<file path="src/rtl/prng16_pkg.sv">
package prng16_pkg;

   typedef enum logic {
      FB_XOR  = 1'b0,
      FB_XNOR = 1'b1
   } fb_mode_e;

endpackage

</file>
<file path="src/rtl/prng16_feedback.sv">
module prng16_feedback
   import prng16_pkg::*;
#(
   parameter int           WIDTH       = 16,
   parameter logic [WIDTH-1:0] TAP_MASK = 16'hD008,
   parameter fb_mode_e     FB_MODE     = FB_XOR,
   parameter bit           FULL_PERIOD = 1'b0
) (
   input  logic [WIDTH-1:0] cur_state,
   output logic             fb_bit
);

   localparam logic [WIDTH-1:0] LOCKUP = (FB_MODE == FB_XNOR) ? '1 : '0;

   logic parity;
   logic fb_lin;

   // parity of the tapped bits
   assign parity = ^(cur_state & TAP_MASK);

   generate
      if (FB_MODE == FB_XNOR) begin : g_xnor
         assign fb_lin = ~parity;
      end else begin : g_xor
         assign fb_lin = parity;
      end

      if (FULL_PERIOD) begin : g_full
         logic near_lock;
         // low bits match the lockup word: steer into or out of it
         assign near_lock = (cur_state[WIDTH-2:0] == LOCKUP[WIDTH-2:0]);
         assign fb_bit    = fb_lin ^ near_lock;
      end else begin : g_plain
         assign fb_bit = fb_lin;
      end
   endgenerate

endmodule

</file>
<file path="src/rtl/prng16_step_reg.sv">
module prng16_step_reg #(
   parameter int               WIDTH = 16,
   parameter logic [WIDTH-1:0] SEED  = 16'h0001
) (
   input  logic             clk,
   input  logic             rst,
   input  logic             step_en,
   input  logic             fb_bit,
   output logic [WIDTH-1:0] state_q,
   output logic             stepped_q
);

   always_ff @(posedge clk) begin
      if (rst) begin
         state_q   <= SEED;
         stepped_q <= 1'b0;
      end else if (step_en) begin
         state_q   <= {state_q[WIDTH-2:0], fb_bit};
         stepped_q <= 1'b1;
      end
   end

   p_shift_r1: assert property (@(posedge clk) disable iff (rst)
      step_en |=> (state_q[WIDTH-1:1] == $past(state_q[WIDTH-2:0])));

   p_hold_r3: assert property (@(posedge clk) disable iff (rst)
      !step_en |=> $stable(state_q));

   p_done_set_r5: assert property (@(posedge clk) disable iff (rst)
      step_en |=> stepped_q);

   p_done_sticky_r5: assert property (@(posedge clk) disable iff (rst)
      stepped_q |=> stepped_q);

endmodule

</file>
<file path="src/rtl/prng16_gen.sv">
module prng16_gen
   import prng16_pkg::*;
#(
   parameter int               WIDTH       = 16,
   parameter logic [WIDTH-1:0] TAP_MASK    = 16'hD008,
   parameter logic [WIDTH-1:0] SEED        = 16'h0001,
   parameter fb_mode_e         FB_MODE     = FB_XOR,
   parameter bit               FULL_PERIOD = 1'b0
) (
   input  logic                 clk,
   input  logic                 rst,
   input  logic                 step_en,
   output logic [WIDTH-1:0]     state_o,
   output logic [WIDTH/2-1:0]   hi_byte_o,
   output logic [WIDTH/2-1:0]   lo_byte_o,
   output logic                 stepped_o
);

   localparam int               HALF   = WIDTH / 2;
   localparam logic [WIDTH-1:0] LOCKUP = (FB_MODE == FB_XNOR) ? '1 : '0;

   generate
      if (WIDTH < 4 || (WIDTH % 2) != 0) begin : g_bad_width
         $error("prng16_gen: WIDTH must be even and at least 4");
      end
      if (SEED == LOCKUP) begin : g_bad_seed
         $error("prng16_gen: SEED equals the lockup word of the chosen feedback mode");
      end
      if (TAP_MASK[WIDTH-1] == 1'b0) begin : g_bad_taps
         $error("prng16_gen: TAP_MASK must include the top bit");
      end
   endgenerate

   logic [WIDTH-1:0] state_q;
   logic             fb_bit;
   logic             stepped_q;

   prng16_feedback #(
      .WIDTH       (WIDTH),
      .TAP_MASK    (TAP_MASK),
      .FB_MODE     (FB_MODE),
      .FULL_PERIOD (FULL_PERIOD)
   ) u_fb (
      .cur_state (state_q),
      .fb_bit    (fb_bit)
   );

   prng16_step_reg #(
      .WIDTH (WIDTH),
      .SEED  (SEED)
   ) u_reg (
      .clk       (clk),
      .rst       (rst),
      .step_en   (step_en),
      .fb_bit    (fb_bit),
      .state_q   (state_q),
      .stepped_q (stepped_q)
   );

   // output views
   assign state_o   = state_q;
   assign hi_byte_o = state_q[WIDTH-1:HALF];
   assign lo_byte_o = state_q[HALF-1:0];
   assign stepped_o = stepped_q;

   generate
      if (FULL_PERIOD) begin : g_chk_full
         p_leave_lockup_r8: assert property (@(posedge clk) disable iff (rst)
            (step_en && state_q == LOCKUP) |=> (state_q != LOCKUP));
      end else begin : g_chk_plain
         p_no_lockup_r7: assert property (@(posedge clk) disable iff (rst)
            state_q != LOCKUP);
      end
   endgenerate

endmodule

</file>
<file path="config.mk">
export PLATFORM = sky130hd
export DESIGN_NAME = prng16_gen
export DESIGN_NICKNAME = d
export VERILOG_FILES = /design/src/rtl/prng16_pkg.sv /design/src/rtl/prng16_feedback.sv /design/src/rtl/prng16_step_reg.sv /design/src/rtl/prng16_gen.sv
export SDC_FILE = /design/constraint.sdc
export NUM_CORES = 1
export LEC_CHECK = 0
export BUFFER_PORTS_ARGS = -buffer_cell sky130_fd_sc_hd__buf_2
export CORE_MARGIN = 2
export CORE_UTILIZATION = 30
export CTS_CLUSTER_SIZE = 30
export DETAILED_ROUTE_END_ITERATION = 10
export GPL_TIMING_DRIVEN = 0
export PLACE_DENSITY = 0.6
export SLEW_MARGIN = 40
export SYNTH_ARGS = -nofsm -noshare
export SYNTH_HDL_FRONTEND = slang
export SYNTH_SLANG_ARGS = --single-unit
</file>
<file path="constraint.sdc">
create_clock -name clk -period 1.8 [get_ports clk]
set_input_delay 0.18 -clock clk [delete_from_list [all_inputs] [get_ports clk]]
set_output_delay 0.18 -clock clk [all_outputs]
set_load 0.01 [all_outputs]
</file>
**Word level (Yosys, flattened, before mapping)**

Cells that the tools add are included.

- Flip-flop bits (word level): 17
- Input bits: 3
- Output and inout bits: 33
- Word-level logic and storage cells: 3

- Reduce and logical (&&, ||, !) cells: 1

Operators by type and width:

| operator | number |
|---|---|
| $reduce_xor 16->1 | 1 |

**Depth between registers and ports, before layout**

Gate-level depths: netlist of run 1.

- Word-level depth: 1
- Mapped depth: 4
- Gate-level depth less buffers: 3

**Cells and area by module**

Synthesis of run 1 repeated with hierarchy kept, for this count alone.

- Cells, all modules: 74
- Area, all modules: 757.0 µm²

By module, submodules not included:

| module | instances | cells an instance | area each (µm²) | sequential area each (µm²) |
|---|---|---|---|---|
| prng16_step_reg | 1 | 55 | 610.6 | 340.3 |
| prng16_gen | 1 | 16 | 120.1 | 0.0 |
| prng16_feedback | 1 | 3 | 26.3 | 0.0 |

**Worst setup path after synthesis of run 1**

Ideal clock, no wire load.

- Path type: flip-flop to flip-flop
- Start point: register u_reg.state_q[14]
- End point: register u_reg.state_q[0]
- Setup time: 0.123 ns
- Arrival: 0.792 ns
- Required time: 1.677 ns
- Path slack: 0.885 ns
- Stages on the path, launching flop included: 4
- Path buffers: 0
- Clock period less this slack: 0.915 ns
- Cell sequence: dfxtp_1 xnor2_2 xnor2_1 a31oi_1

- Cells in the longest elaborated chain, start to end: 1

Ends and longest elaborated chain:

| element | RTL line | text |
|---|---|---|
| from (decl) | prng16_step_reg.sv:9 | `output logic [WIDTH-1:0] state_q,` |
| from (signal assigned) | prng16_step_reg.sv:18 | `state_q <= {state_q[WIDTH-2:0], fb_bit};` |
| $reduce_xor 16->1 | prng16_feedback.sv:19 | `assign parity = ^(cur_state & TAP_MASK);` |

No other way between the ends.
A chain may end at the register's enable or synchronous reset.

**Worst setup path after layout of run 1**

- Start point: register u_reg.state_q[3]
- End point: output state_o[3]

RTL lines:

| element | RTL line | text |
|---|---|---|
| to (decl) | prng16_gen.sv:13 | `output logic [WIDTH-1:0] state_o,` |

No word-level cell between the ends.

==> flow_summary.yaml, run 1 <==
place:
  dp.final_hpwl_mm: 1.001
  portBuffers: 33
  dpl_cell_area_um2: 974.7
  gp_congestion: 0.6501
power:
  finalPower_uw: 647.6
  pwr-share-seq_pct: 60.2
  intPower_uw: 502.1
  power_switching_uw: 145.4
  switching_share_pct: 22.46
  power_density_mw_per_mm2: 646.9
  comb_power_share_pct: 9.9
  ir_drop_uv: 346.9
  leakagePower_nw: 0.5651
  clkPwrFrac_pct: 29.9
cts:
  path_clk_slew_ps: 90
  cts_resized: 0
  ctsHoldBuffers: 0
  cts_max_level: 1
  cts_buffers: 3
  clock_latency_ps: 280
  cts_buffer_depth: 2
  tritoncts: "yes"
  cts_sinks: 17
  post_cts_buffers: 0
  root_buffer: "clkbuf_4"
timing:
  fin_skew_ps: 5.087
  hold_viol_final: 0
  setup-violations-final: 0
  finalCriticalPeriod_ps: 1168
  worst_pin_slew_ps: 226.0
  slew_headroom_pct: 84.91
  fmax_mhz: 856.5
  fin_crit_sh_pct: 64.87
  rsz0062_at_grt: "false"
  setup-tns-final_ps: 0
  slew_violations: 0
worst_hold_path:
  hold_class: "input pin to flip-flop"
logic_synthesis:
  avgSynthCellArea_um2: 10.29
  netlist.area_leader.share_pct: 44.08
  synth_compound_area_share_pct: 0.8104
  ys_ff_latch: 17
  synth_adder_area_share_pct: 0
  syn_inst: 75
  yosys.cell_types.count: 12
  synthXorXnorAreaFrac_pct: 5.348
  synth.area.top_cells: "dfxtp_1 44%, mux2i_1 19%, buf_4 16%"
  ys_warn_count: 0
  synth_mux_area_share_pct: 19.45
  netlist_area_um2: 772.0
  synth_top_area_cell: "dfxtp_1"
  seq_area_frac_synth_pct: 44.08
  syn-num-nets: 78
  synthSimpleGateAreaFrac_pct: 8.914
  synth_top_family_by_area: "buffers and inverters"
global_route:
  grt_max_degree: 11
  grt_overflow_total: 0
  grt_pass1_vias: 482
  grt_pass1_wl_mm: 2.104
  grt_use_total_pct: 9.835
  antenna_found_initial: 0
route:
  route.detailed.drc: 0
  ant_nets: 0
  drt_iter0_markers: 4
  drtPass1Iterations: 4
  avgViaCountPerCell: 4.028
  routed_wl_mm: 1.351
  avgRoutedWirePerCell_um: 9.514
  via_count: 572
die:
  die_h_um: 54.73
  start_util_pct: 31.45
  dieArea_mm2: 0.002995
  die_w_um: 54.73
  row_count: 18
  io_pins: 36
  coreArea_mm2: 0.002455
setup_path:
  arrival_ps: 990
  cp_slowest_cell: "dfxtp_1"
  start_kind: "flip-flop"
  critical_path_class: "flip-flop to output pin"
  crit_required_ps: 1620
  cp_cell_sequence: "buf_4 -> buf_2"
  max_stage_delay_ps: 450
  endpoint_kind: "output pin"
  cp_max_fo: 5
layout:
  mostFrequentLayoutCell: "buf_2"
  final_core_util_pct: 40.77
  antenna_cells: 0
  final_cell_mix: "35 x buf_2, 17 x nor2_1, 17 x dfxtp_1"
  fin_nets: 116
  syn_to_final_growth_pct: 29.66
  drive_above_1_share_pct: 51.79
  design_area_mm2: 0.001001
run:
  max-cap-violations: 0
run_status:
  status: "complete, no violations"
[layer usage]
layer	GRT usage (%)	vias to the layer above	routed length, um
li1	-	298	-
met1	13.14	252	642
met2	15.08	22	602
met3	2.459	0	106
met4	3.750	0	0
met5	0	-	0
[logic make-up (layout without fill, tap and decap cells)]
| group | after synthesis | in the layout |
|---|---|---|
| buf+inv | 21 | 58 |
| xor+xnor | 3 | 3 |
| compound gates | 1 | 1 |
| mux | 15 | 15 |
| flops | 17 | 17 |
| simple gates | 18 | 18 |
[power by group through the flow]
stage | combinational (mW) | sequential, mW | clock, mW
6_report | 0.0642 | 0.390 | 0.194
2_1_floorplan | 0.0447 | 0.401 | 0
5_1_grt | 0.0713 | 0.391 | 0.219
4_1_cts | 0.0652 | 0.390 | 0.205
3_5_place_dp | 0.0651 | 0.399 | 0
3_3_place_gp | 0.0648 | 0.398 | 0
[flip-flops by register name, indices dropped and copies added, names as in the netlist]
register,flops
u_reg.stepped_q,1
u_reg.state_q,16
[worst paths after layout]
check / start / end / slack, ps / cells past startpoint
worst max register to register: u_reg.state_q[3]$_SDFFE_PP0P_ / u_reg.state_q[0]$_SDFFE_PP1P_ / 880 / 3
worst min register to register: u_reg.stepped_q$_SDFFE_PP0P_ / u_reg.stepped_q$_SDFFE_PP0P_ / 480 / 2
worst max-delay path: u_reg.state_q[3]$_SDFFE_PP0P_ / state_o[3] / 630 / 2
worst min-delay path: rst / u_reg.state_q[3]$_SDFFE_PP0P_ / 170 / 2
[worst max-delay path: cells and delay by family (launching register included)]
kind,cells,cell delay [ps]
buffers and inverters,2,260
flip-flops,1,450
[cells in the mapped netlist (all sizes together)]
cell	count
a31oi	1
buf	20
dfxtp	17
inv	1
mux2i	15
nor2	17
nor3	1
xnor2	3
[through the flow]
step           std cells  hold slack (ps)  worst slack (ps)
2_1_floorplan         75            427.2             885.0
3_3_place_gp         138            451.3             896.1
3_5_place_dp         138            465.8             886.6
4_1_cts              142            159.4             611.1
5_1_grt              142            177.3             552.1
6_report             142            167.5             632.4
[final cells by class]
cell class,count,area (um^2)
Clock buffer,4,26.28
Tap cell,30,37.54
Buffer,20,161.4
Multi-Input combinational cell,37,266.5
Fill cell,255,1454
Timing Repair Buffer,33,165.2
Inverter,1,3.754
Sequential cell,17,340.3
No activity file was read; power rests on OpenSTA's default activity.
==> run 2, diff against run 1 <==
==> constraint.sdc (replaced) <==
create_clock -name clk -period 1.1 [get_ports clk]
set_input_delay 0.11 -clock clk [delete_from_list [all_inputs] [get_ports clk]]
set_output_delay 0.11 -clock clk [all_outputs]
set_load 0.01 [all_outputs]
==> run 2 against run 1 <==
Compared with the run above: setup slack got worse by 550 ps; wire length is essentially flat; sequential share of layout area increased by 0.33 points; clock power rose by 63%; sequential cell count unchanged; first-iteration DRC count is the same; total power is 64% higher; critical endpoint unchanged; die area stayed put; via count is the same; highest routed layer unchanged; non-clock buffer count is the same; clock skew hardly changed; critical path depth stayed put.
==> flow_summary.yaml, run 2 (same netlist as run 1, synthesis figures left out) <==
layout:
  fin_nets: 116
  top_regs: "u_reg.state_q: 16 flops, u_reg.stepped_q: 1 flops"
  final_cell_mix: "35 x buf_2, 17 x nor2_1, 16 x buf_4"
  antenna_cells: 0
  drive_above_1_share_pct: 55.36
  largest-register: "u_reg.state_q"
  mostFrequentLayoutCell: "buf_2"
  final_cell_count_no_fill: 142
  syn_to_final_growth_pct: 30.31
  largest_reg_flops: 16
timing:
  worst_pin_slew_ps: 180.8
  slew_violations: 0
  rsz0062_at_grt: "false"
  setup_ws_ps: 84.88
  hold_viol_final: 0
  fin_skew_ps: 5.010
  setup-tns-final_ps: 0
  finalCriticalPeriod_ps: 1015
  fin_crit_sh_pct: 92.28
  slew_headroom_pct: 87.95
  setup-violations-final: 0
  fmax_mhz: 985.1
setup_path:
  cp_cell_sequence: "buf_4 -> buf_2"
  rrSetupSlack_ps: 250
  endpoint_kind: "output pin"
  r2r_start: "u_reg.state_q[3]$_SDFFE_PP0P_"
  critical_path_class: "flip-flop to output pin"
  critPathTopFamily: "flip-flops"
  max_stage_delay_ps: 400
  arrival_ps: 910
  cp_slowest_cell: "dfxtp_2"
  crit_required_ps: 990
  rr_worst_depth: 3
  cp_max_fo: 5
  start_kind: "flip-flop"
  worst_r2r_endpoint: "u_reg.state_q[0]$_SDFFE_PP1P_"
  crit_buf_inv: 2
cts:
  root_buffer: "clkbuf_4"
  cts_buffer_depth: 2
  cts_buffers: 3
  ctsHoldBuffers: 0
  post_cts_buffers: 0
  cts_sinks: 17
  tritoncts: "yes"
  cts_max_level: 1
  clock_latency_ps: 280
  path_clk_slew_ps: 90
route:
  drtPass1Iterations: 4
  route.detailed.drc: 0
  drt_iter0_markers: 4
  avgViaCountPerCell: 4.028
  routed_wl_mm: 1.352
  avgRoutedWirePerCell_um: 9.521
  ant_nets: 0
  via_count: 572
global_route:
  antenna_found_initial: 0
  grt_max_degree: 11
  grt_pass1_vias: 482
  grt_overflow_total: 0
  grt_use_total_pct: 9.892
  grt_pass1_wl_mm: 2.118
run_status:
  status: "complete, no violations"
place:
  portBuffers: 33
  dp.final_hpwl_mm: 1.001
  placedCellCount: 138
  gp_congestion: 0.6501
  pre_cts_slack_ps: 186.6
die:
  row_count: 18
  die_h_um: 54.73
  io_pins: 36
  dieArea_mm2: 0.002995
  die_w_um: 54.73
  start_util_pct: 31.45
  coreArea_mm2: 0.002455
power:
  power_density_mw_per_mm2: 1054
  ir_drop_uv: 567.7
  leakagePower_nw: 0.5672
worst_hold_path:
  hold_class: "input pin to flip-flop"
  min_to: "u_reg.state_q[3]$_SDFFE_PP0P_"
  min-delay-start: "rst"
  whs_path_depth: 2
run:
  max-cap-violations: 0
-- run 2: cell count changes in the layout (fill, tap and decap cells not counted) --
cell / delta
dfxtp_1: -4
dfxtp_2: +4
-- run 2: worst max path at each step --
stage	from	end	slack [ps]	cells past startpoint
after detailed placement	u_reg.state_q[3]$_SDFFE_PP0P_	u_reg.state_q[0]$_SDFFE_PP1P_	190	3
after global routing	u_reg.state_q[6]$_SDFFE_PP0P_	state_o[6]	20	2
after floorplan	u_reg.state_q[14]$_SDFFE_PP0P_	u_reg.state_q[0]$_SDFFE_PP1P_	190	3
final	u_reg.state_q[3]$_SDFFE_PP0P_	state_o[3]	80	2
after CTS	u_reg.state_q[15]$_SDFFE_PP0P_	state_o[15]	20	2
after global placement	u_reg.state_q[3]$_SDFFE_PP0P_	u_reg.state_q[0]$_SDFFE_PP1P_	200	3
-- run 2: cell type report --
| class | instances | area, um^2 |
|---|---|---|
| multi-input cells | 37 | 266.5 |
| repair buffers | 33 | 165.2 |
| flip-flops and latches | 17 | 345.3 |
| inverters | 1 | 3.754 |
| fillers | 254 | 1449 |
| clock buffers | 4 | 26.28 |
| plain buffers | 20 | 161.4 |
| well taps | 30 | 37.54 |
-- run 2: metrics by stage --
stage / hold WS, ps / area [um^2] / util (%) / total power [mW]
after floorplan: 357.2 / 772.0 / - / 0.7291
after global placement: 400.5 / 974.7 / 39.70 / 0.7568
after detailed placement: 395.9 / 974.7 / 39.70 / 0.7587
after CTS: 82.17 / 1005 / 40.93 / 1.080
after global routing: 104.4 / 1006 / 40.98 / 1.116
final: 90.25 / 1006 / 40.98 / 1.060
-- run 2: repair_timing --
action / CTS / global route
pin swaps: 0 / 0
gates resized for setup: 3 / 1
setup endpoints to repair: 3 / 1
-- run 2: power breakdown --
part | internal (mW) | switching (mW) | leakage, nW
clock | 0.140 | 0.177 | 0.0150
combinational | 0.0546 | 0.0505 | 0.412
sequential | 0.627 | 0.0107 | 0.140
-- run 2: routing by layer --
layer / global-route usage, % / part of all wire, %
met3: 2.459 / 7.8
met2: 15.08 / 45
met1: 13.31 / 48
met5: 0 / 0
met4: 3.750 / 0
